==> config.mk <==
export PLATFORM = sky130hd
export DESIGN_NAME = iommu_hpm
export DESIGN_NICKNAME = d
export VERILOG_FILES = /design/src/rtl/hpm_pkg.sv /design/src/rtl/hpm_cycle_ctr.sv /design/src/rtl/hpm_evt_slice.sv /design/src/rtl/iommu_hpm.sv
export SDC_FILE = /design/constraint.sdc
export NUM_CORES = 2
export LEC_CHECK = 0
export BUFFER_PORTS_ARGS = -buffer_cell sky130_fd_sc_hd__buf_4
export CORE_MARGIN = 8
export CORE_UTILIZATION = 57
export DETAILED_ROUTE_END_ITERATION = 8
export PLACE_DENSITY_LB_ADDON = 0.05
export SLEW_MARGIN = 40
export SYNTH_ARGS = -nofsm -noshare
export SYNTH_HDL_FRONTEND = slang
export SYNTH_SLANG_ARGS = --single-unit
==> constraint.sdc <==
create_clock -name clk -period 19.6 [get_ports clk]
set_clock_uncertainty 0.1 [all_clocks]
set_input_delay 2.94 -clock clk [delete_from_list [all_inputs] [get_ports clk]]
set_output_delay 2.94 -clock clk [all_outputs]
set_load 0.03 [all_outputs]
==> src/rtl/hpm_pkg.sv <==
package hpm_pkg;
  localparam int HPM_ADDR_W = 10;
  localparam int HPM_CTR_W  = 64;
  localparam int NUM_EVT    = 7;
  localparam int MAX_CTR    = 31;

  typedef enum logic [14:0] {
    EV_NONE      = 15'd0,
    EV_UNTRANS   = 15'd1,
    EV_XLATE_SVC = 15'd2,
    EV_TLB_MISS  = 15'd3,
    EV_DDIR_STEP = 15'd4,
    EV_PDIR_STEP = 15'd5,
    EV_S1_STEP   = 15'd6,
    EV_S2_STEP   = 15'd7
  } hpm_evt_e;

  localparam logic [HPM_ADDR_W-1:0] OFF_CAP = 10'h000;
  localparam logic [HPM_ADDR_W-1:0] OFF_OVF = 10'h004;
  localparam logic [HPM_ADDR_W-1:0] OFF_INH = 10'h008;
  localparam logic [HPM_ADDR_W-1:0] OFF_CYC = 10'h010;
  localparam logic [1:0] REGION_CTL = 2'd0;
  localparam logic [1:0] REGION_CTR = 2'd1;
  localparam logic [1:0] REGION_SEL = 2'd2;

  localparam int SEL_PID_EN  = 15;
  localparam int SEL_DID_EN  = 16;
  localparam int SEL_PID_LSB = 17;
  localparam int SEL_OVF     = 63;
endpackage

==> src/rtl/hpm_cycle_ctr.sv <==
module hpm_cycle_ctr
  import hpm_pkg::*;
(
  input  logic                 clk,
  input  logic                 rst_n,
  input  logic                 inh,
  input  logic                 wr_lo,
  input  logic                 wr_hi,
  input  logic [31:0]          wdata,
  output logic [HPM_CTR_W-1:0] cyc_q,
  output logic                 ovf_rise
);
  logic [HPM_CTR_W-1:0] cyc_d;
  logic cnt_en, carry, ld_en;

  always_comb begin
    cnt_en = !inh && !(wr_lo || wr_hi);
    carry  = &cyc_q[HPM_CTR_W-2:0];
    cyc_d  = cyc_q;
    if (cnt_en) begin
      cyc_d[HPM_CTR_W-2:0] = cyc_q[HPM_CTR_W-2:0] + 63'd1;
      cyc_d[HPM_CTR_W-1]   = cyc_q[HPM_CTR_W-1] | carry;
    end
    if (wr_lo) cyc_d[31:0]  = wdata;
    if (wr_hi) cyc_d[63:32] = wdata;
    ovf_rise = cnt_en && carry && !cyc_q[HPM_CTR_W-1];
    ld_en    = cnt_en || wr_lo || wr_hi;
  end

  always_ff @(posedge clk or negedge rst_n) begin
    if (!rst_n)     cyc_q <= '0;
    else if (ld_en) cyc_q <= cyc_d;
  end
endmodule

==> src/rtl/hpm_evt_slice.sv <==
module hpm_evt_slice
  import hpm_pkg::*;
#(
  parameter int DID_W = 24,
  parameter int PID_W = 20
) (
  input  logic                 clk,
  input  logic                 rst_n,
  input  logic                 inh,
  input  logic [NUM_EVT-1:0]   ev_hit,
  input  logic [DID_W-1:0]     ev_did,
  input  logic [PID_W-1:0]     ev_pid,
  input  logic                 wr_ctr_lo,
  input  logic                 wr_ctr_hi,
  input  logic                 wr_sel_lo,
  input  logic                 wr_sel_hi,
  input  logic [31:0]          wdata,
  output logic [HPM_CTR_W-1:0] ctr_q,
  output logic [63:0]          sel_q,
  output logic                 ovf_rise
);
  localparam int DID_LSB = SEL_PID_LSB + PID_W;
  localparam logic [63:0] SEL_MASK =
    ((64'd1 << (DID_LSB + DID_W)) - 64'd1) | (64'd1 << SEL_OVF);

  logic [HPM_CTR_W-1:0] ctr_d;
  logic [63:0] sel_d;
  logic [14:0] evt_id;
  logic hit, pid_ok, did_ok, inc, wrap, ctr_en, sel_en;

  always_comb begin
    evt_id = sel_q[14:0];
    hit = 1'b0;
    for (int e = 0; e < NUM_EVT; e++)
      if (evt_id == 15'(e + 1) && ev_hit[e]) hit = 1'b1;
    pid_ok = !sel_q[SEL_PID_EN] || (sel_q[SEL_PID_LSB +: PID_W] == ev_pid);
    did_ok = !sel_q[SEL_DID_EN] || (sel_q[DID_LSB +: DID_W] == ev_did);
    inc    = hit && pid_ok && did_ok && !inh && !(wr_ctr_lo || wr_ctr_hi);
    wrap   = inc && (&ctr_q);

    ctr_d = ctr_q;
    if (inc)       ctr_d = ctr_q + 64'd1;
    if (wr_ctr_lo) ctr_d[31:0]  = wdata;
    if (wr_ctr_hi) ctr_d[63:32] = wdata;

    sel_d = sel_q;
    if (wr_sel_lo) sel_d[31:0]  = wdata;
    if (wr_sel_hi) sel_d[63:32] = wdata;
    sel_d = sel_d & SEL_MASK;
    if (wrap) sel_d[SEL_OVF] = 1'b1;

    ovf_rise = wrap && !sel_q[SEL_OVF];
    ctr_en   = inc || wr_ctr_lo || wr_ctr_hi;
    sel_en   = wrap || wr_sel_lo || wr_sel_hi;
  end

  always_ff @(posedge clk or negedge rst_n) begin
    if (!rst_n) begin
      ctr_q <= '0;
      sel_q <= '0;
    end else begin
      if (ctr_en) ctr_q <= ctr_d;
      if (sel_en) sel_q <= sel_d;
    end
  end
endmodule

==> src/rtl/iommu_hpm.sv <==
module iommu_hpm
  import hpm_pkg::*;
#(
  parameter int NUM_CTR = 4,
  parameter int DID_W   = 24,
  parameter int PID_W   = 20
) (
  input  logic                  clk,
  input  logic                  rst_n,
  input  logic                  req,
  input  logic                  we,
  input  logic [HPM_ADDR_W-1:0] addr,
  input  logic [31:0]           wdata,
  output logic                  rsp_valid,
  output logic                  rsp_err,
  output logic [31:0]           rdata,
  input  logic [NUM_EVT-1:0]    ev_hit,
  input  logic [DID_W-1:0]      ev_did,
  input  logic [PID_W-1:0]      ev_pid,
  output logic                  irq
);
  localparam int N    = (NUM_CTR > MAX_CTR) ? MAX_CTR : ((NUM_CTR < 0) ? 0 : NUM_CTR);
  localparam int MAXS = (N > 0) ? N : 1;
  localparam logic [31:0] INH_RO = ~32'((33'd2 << N) - 33'd1);
  localparam logic [31:0] CAP_VAL = {26'd0, 5'(N), (N > 0)};

  logic rst_meta, rst_s_n;
  logic [N:0] inh_q, inh_d;
  logic inh_wr;
  logic [HPM_CTR_W-1:0] cyc_q;
  logic cyc_wr_lo, cyc_wr_hi, cyc_rise;
  logic [HPM_CTR_W-1:0] ctr_q [MAXS];
  logic [63:0] sel_q [MAXS];
  logic [MAXS-1:0] wr_ctr_lo, wr_ctr_hi, wr_sel_lo, wr_sel_hi, ev_rise;
  logic [1:0] region;
  logic [4:0] slot;
  logic hi_half, aligned, wr_ok;
  logic [31:0] rd_val, ovf_sum, rdata_d;
  logic rsp_valid_d, rsp_err_d, irq_d;

  // reset: asserted asynchronously, released on the clock
  always_ff @(posedge clk or negedge rst_n) begin
    if (!rst_n) begin
      rst_meta <= 1'b0;
      rst_s_n  <= 1'b0;
    end else begin
      rst_meta <= 1'b1;
      rst_s_n  <= rst_meta;
    end
  end

  always_comb begin
    region  = addr[9:8];
    slot    = addr[7:3];
    hi_half = addr[2];
    aligned = (addr[1:0] == 2'b00);
    wr_ok   = req && we && aligned;
    inh_wr  = wr_ok && (addr == OFF_INH);
    inh_d   = wdata[N:0];
    cyc_wr_lo = wr_ok && (addr == OFF_CYC);
    cyc_wr_hi = wr_ok && (addr == OFF_CYC + 10'd4);
    for (int i = 0; i < MAXS; i++) begin
      wr_ctr_lo[i] = wr_ok && region == REGION_CTR && slot == 5'(i) && !hi_half;
      wr_ctr_hi[i] = wr_ok && region == REGION_CTR && slot == 5'(i) &&  hi_half;
      wr_sel_lo[i] = wr_ok && region == REGION_SEL && slot == 5'(i) && !hi_half;
      wr_sel_hi[i] = wr_ok && region == REGION_SEL && slot == 5'(i) &&  hi_half;
    end
  end

  hpm_cycle_ctr u_cyc (
    .clk(clk), .rst_n(rst_s_n), .inh(inh_q[0]), .wr_lo(cyc_wr_lo),
    .wr_hi(cyc_wr_hi), .wdata(wdata), .cyc_q(cyc_q), .ovf_rise(cyc_rise)
  );

  generate
    if (N == 0) begin : g_none
      assign ctr_q[0] = '0;
      assign sel_q[0] = '0;
      assign ev_rise  = '0;
    end else begin : g_slices
      for (genvar gi = 0; gi < N; gi++) begin : g_slice
        hpm_evt_slice #(.DID_W(DID_W), .PID_W(PID_W)) u_slice (
          .clk(clk), .rst_n(rst_s_n), .inh(inh_q[gi+1]), .ev_hit(ev_hit),
          .ev_did(ev_did), .ev_pid(ev_pid),
          .wr_ctr_lo(wr_ctr_lo[gi]), .wr_ctr_hi(wr_ctr_hi[gi]),
          .wr_sel_lo(wr_sel_lo[gi]), .wr_sel_hi(wr_sel_hi[gi]),
          .wdata(wdata), .ctr_q(ctr_q[gi]), .sel_q(sel_q[gi]),
          .ovf_rise(ev_rise[gi])
        );
      end
    end
  endgenerate

  always_comb begin
    ovf_sum    = '0;
    ovf_sum[0] = cyc_q[HPM_CTR_W-1];
    for (int i = 0; i < N; i++) ovf_sum[i+1] = sel_q[i][SEL_OVF];

    rd_val = '0;
    case (region)
      REGION_CTL: begin
        if (addr == OFF_CAP)             rd_val = CAP_VAL;
        else if (addr == OFF_OVF)        rd_val = ovf_sum;
        else if (addr == OFF_INH)        rd_val = INH_RO | 32'(inh_q);
        else if (addr == OFF_CYC)        rd_val = cyc_q[31:0];
        else if (addr == OFF_CYC + 10'd4) rd_val = cyc_q[63:32];
      end
      REGION_CTR:
        for (int i = 0; i < N; i++)
          if (slot == 5'(i)) rd_val = hi_half ? ctr_q[i][63:32] : ctr_q[i][31:0];
      REGION_SEL:
        for (int i = 0; i < N; i++)
          if (slot == 5'(i)) rd_val = hi_half ? sel_q[i][63:32] : sel_q[i][31:0];
      default: rd_val = '0;
    endcase

    rsp_valid_d = req;
    rsp_err_d   = req && !aligned;
    rdata_d     = (req && !we && aligned) ? rd_val : '0;
    irq_d       = cyc_rise || (|ev_rise);
  end

  always_ff @(posedge clk or negedge rst_s_n) begin
    if (!rst_s_n) begin
      inh_q     <= '0;
      rsp_valid <= 1'b0;
      rsp_err   <= 1'b0;
      rdata     <= '0;
      irq       <= 1'b0;
    end else begin
      if (inh_wr) inh_q <= inh_d;
      rsp_valid <= rsp_valid_d;
      rsp_err   <= rsp_err_d;
      rdata     <= rdata_d;
      irq       <= irq_d;
    end
  end
endmodule

==> qor.csv <==
stage,metric,value,unit
routing,firstDrtPassIters,9,
clock_network,root_buffer,clkbuf_16,
yosys,synth_flop_cell,dfrtp_1,
timing,fin_setup_tns,0,ns
timing,setup_viol,0,
yosys,synthAdderAreaFrac,0.1712,%
pwr,powerDensity,75.26,mW/mm²
layout,drive_gt1_share,15.67,%
clock_network,postCtsSetupBuffers,0,
worst_setup_path,r2r-end,g_slices.g_slice[3].u_slice.ctr_q[39],
min_path,min-delay-path-class,flip-flop to asynchronous set/reset pin,
clock_network,cts_made_buffers,71,
layout,nets,4096,
worst_setup_path,worstSetupEndpointType,flip-flop,
floorplanning,fp.dieW,269.2,µm
layout,area_growth,10.95,%
layout,instances_no_fill,4912,
floorplanning,pin_count,132,
yosys,synth-edff-count,0,
routing,via_count,34720,
place,io_buffers,131,
timing,hold_viol,0,
flow_run,drv_cap,0,
worst_setup_path,r2r_slack,15.56,ns
timing,rsz0062_at_grt,no,
pwr,p_switching,0.0008532,W
worst_setup_path,start_kind,primary input,
yosys,synth_area,0.03655,mm²
floorplanning,die_area,0.07248,mm²
routing,routed_wl,154100,µm
pwr,vdd_drop_max,0.06867,mV
worst_setup_path,reg2reg_from,g_slices.g_slice[3].u_slice.sel_q[33],
worst_setup_path,crit_family,compound AO/OA/AOI/OAI gates,
pwr,pwr-share-comb,9.7,%
yosys,synthArstFlopShare,100.0,%
yosys,synth_area_leaders,"dfrtp_1 (42%), mux2_2 (8.1%), nand2_1 (4.4%)",
place,placed_cells,4775,
grt,antenna_found_initial,7,
worst_setup_path,cpMaxStageDelayCell,a2111oi_0,
clock_network,tritoncts,yes,
layout,nFillCells,5425,
timing,fmax,160.9,MHz
pwr,clkPwrFrac,45.1,%
yosys,synth_top_family_by_area,simple AND/OR/NAND/NOR gates,
worst_setup_path,critical_path_class,primary input to flip-flop,
grt,track_usage,40.96,%
grt,grt_pass1_wl,222600,µm
routing,avgRoutedWirePerCell,31.38,µm
timing,maxSlewViolCount,0,
yosys,yosysTopAreaCellShare,41.76,%
clock_network,cts.sinks,610,
pwr,power_leakage,17.31,nW
floorplanning,design.core.area,0.06388,mm²
clock_network,clk_latency,0.64,ns
yosys,syn-num-nets,4131,
floorplanning,num_rows,93,
yosys,postSynthAreaPerCell,9.072,µm²
worst_setup_path,cp_max_fo,30,
yosys,ys_ff_latch,610,
clock_network,htree_levels,3,
routing,antenna_left,0,
pwr,power_report.internal_total,0.002199,W
grt,grt_pass1_vias,31560,
status,outcome,finished clean,
yosys,synth_compound_area_share,16.31,%
place,post-dp-hpwl,104800,µm
routing,drt_iter0_drc,5781,
clock_network,cts_buffer_depth,3,
timing,maxSlewHeadroom,37.82,%
worst_setup_path,reg2reg_depth,10,
worst_setup_path,crit_top_cell,buf_4,
yosys,synthCells,4029,
yosys,synth_cell_types,71,
clock_network,cts.hold.buffers_added,0,
worst_setup_path,max_stage_delay,0.69,ns
worst_setup_path,arrival,6.57,ns
yosys,yosys_warnings,0,
yosys,synth-simple-area-share,19.06,%
clock_network,cts_resized,0,
place,finalWeightedCongestion,1.051,
routing,drc,0,
timing,whs,0.1933,ns
grt,grt_max_degree,89,
timing,tightest_slew,0.9230,ns
pwr,switching_share,27.95,%
timing,fin_crit_sh,31.71,%
yosys,yosysTopAreaCell,dfrtp_1,
worst_setup_path,path_cells,"buf_4, or4_1, buf_4, nor2_1, buf_4, a2111oi_0, o211ai_1, nor2_1, buf_4, nor2_1, buf_4, o21ai_0, o311ai_0",
yosys,ys_seq_area_share,41.76,%
pwr,design_power_total,0.003052,W
floorplanning,start_util,57.22,%
floorplanning,die_y,269.2,µm
yosys,synth-xor-area-share,7.260,%
timing,period_needed,6.215,ns
worst_setup_path,path_buf_inv,5,
grt,overflow,0,
yosys,synth.area.mux_share,11.71,%
pwr,seqPwrFrac,45.2,%
routing,viasPerCell,7.068,
clock_network,clkSlewWorstSetupHoldPaths,0.06,ns
worst_setup_path,worst_ep_required_time,19.96,ns
## layout make-up
type | instances | area (µm²) | share of cell area [%]
multi-input combinational | 3061 | 20060 | 49.48
clock buffer | 103 | 2047 | 5.048
clock inverter | 22 | 315.3 | 0.7775
antenna | 11 | 27.53 | 0.06788
tap | 855 | 1070 | 2.638
sequential | 610 | 15270 | 37.65
inverter | 51 | 191.4 | 0.4720
timing repair buffer | 199 | 1570 | 3.872
## state kept, by name, summed over array words and instances (netlist names)
signal                          cells
rsp_err                             1
inh_q                               5
rst_meta                            1
g_slices.g_slice.u_slice.sel_q    248
u_cyc.cyc_q                        64
rdata                              32
irq                                 1
g_slices.g_slice.u_slice.ctr_q    256
rst_s_n                             1
rsp_valid                           1
## stage by stage
stage	instance area, µm²	util, %	setup WS (ns)
global placement	38050	59.57	12.65
finish	40550	63.48	13.39
detailed placement	38150	59.71	12.99
floorplan	36550	-	1.239
CTS	40510	63.41	13.65
global route	40530	63.44	13.30
## layout by cell type, fill, tap and decap left out, drive strengths merged, types with 104 or more instances in the layout
master	n
a21oi	215
buf	198
clkbuf	104
dfrtp	610
mux2	264
mux2i	124
nand2	428
nand3	155
nor2	273
o21ai	317
xnor2	161
xor2	142
## power groups by stage
stage | Combinational (W) | Clock, W | Sequential, W
global placement | 0.000278 | 0 | 0.00140
detailed placement | 0.000282 | 0 | 0.00140
finish | 0.000295 | 0.00138 | 0.00138
floorplan | 0.000148 | 0 | 0.00138
global route | 0.000308 | 0.00143 | 0.00138
CTS | 0.000284 | 0.00138 | 0.00138
## worst reg2reg max path, stage by stage (launching register included)
cell and delay [ns]:
dfrtp_1 0.48, xor2_1 0.21, nor4_1 0.30, nand3_1 0.13
o31ai_2 0.35, buf_4 0.26, nand3_2 0.63, buf_4 0.57
or3_1 0.48, or3_1 0.32, a31oi_1 0.16
## cell usage after synthesis, types with 12 or more instances
cell	n
nor2b_1	31
nor3_1	79
o31ai_1	14
nor2_1	273
o311ai_0	42
a211oi_1	24
a221oi_1	69
or3_1	29
mux2_2	264
a31oi_1	68
inv_1	51
nand2_1	428
xor2_1	142
o21ai_0	317
nor4_1	81
o22ai_1	66
a22oi_1	60
o211ai_1	17
dfrtp_1	610
buf_1	65
nand4_1	99
a21oi_1	215
nor3b_1	16
mux2i_1	124
nand3_1	155
clkbuf_1	233
and3_1	72
and4_1	31
or4_1	12
and2_1	30
xnor2_1	161
## worst max path at each step
stage                        from                                     to  slack [ns]  depth (start not counted)
after floorplan           rst_s_n   g_slices.g_slice[0].u_slice.ctr_q[0]        1.24                          0
after global placement    addr[0]  g_slices.g_slice[2].u_slice.ctr_q[26]       12.65                          9
after detailed placement  addr[8]  g_slices.g_slice[3].u_slice.ctr_q[37]       12.99                         12
after CTS                 addr[8]  g_slices.g_slice[3].u_slice.ctr_q[39]       13.65                         12
after global routing      addr[8]  g_slices.g_slice[3].u_slice.ctr_q[37]       13.30                         12
final                     addr[6]  g_slices.g_slice[2].u_slice.ctr_q[53]       13.39                         13
## layer usage
metal,track usage [%],routed length (µm)
met1,58.40,61360
met2,54.54,60900
met3,13.34,22290
met4,21.66,9562
met5,0,27
## kinds of logic after synthesis
logic type / count (synthesis)
xor gates and xnor gates: 303
AOI/OAI and AO/OA: 963
muxes: 391
other: 1
and+or+nand+nor: 1398
DFF: 610
adders and majority gates: 5
buffers and inverters: 358
(Power assumes the default switching activity.)
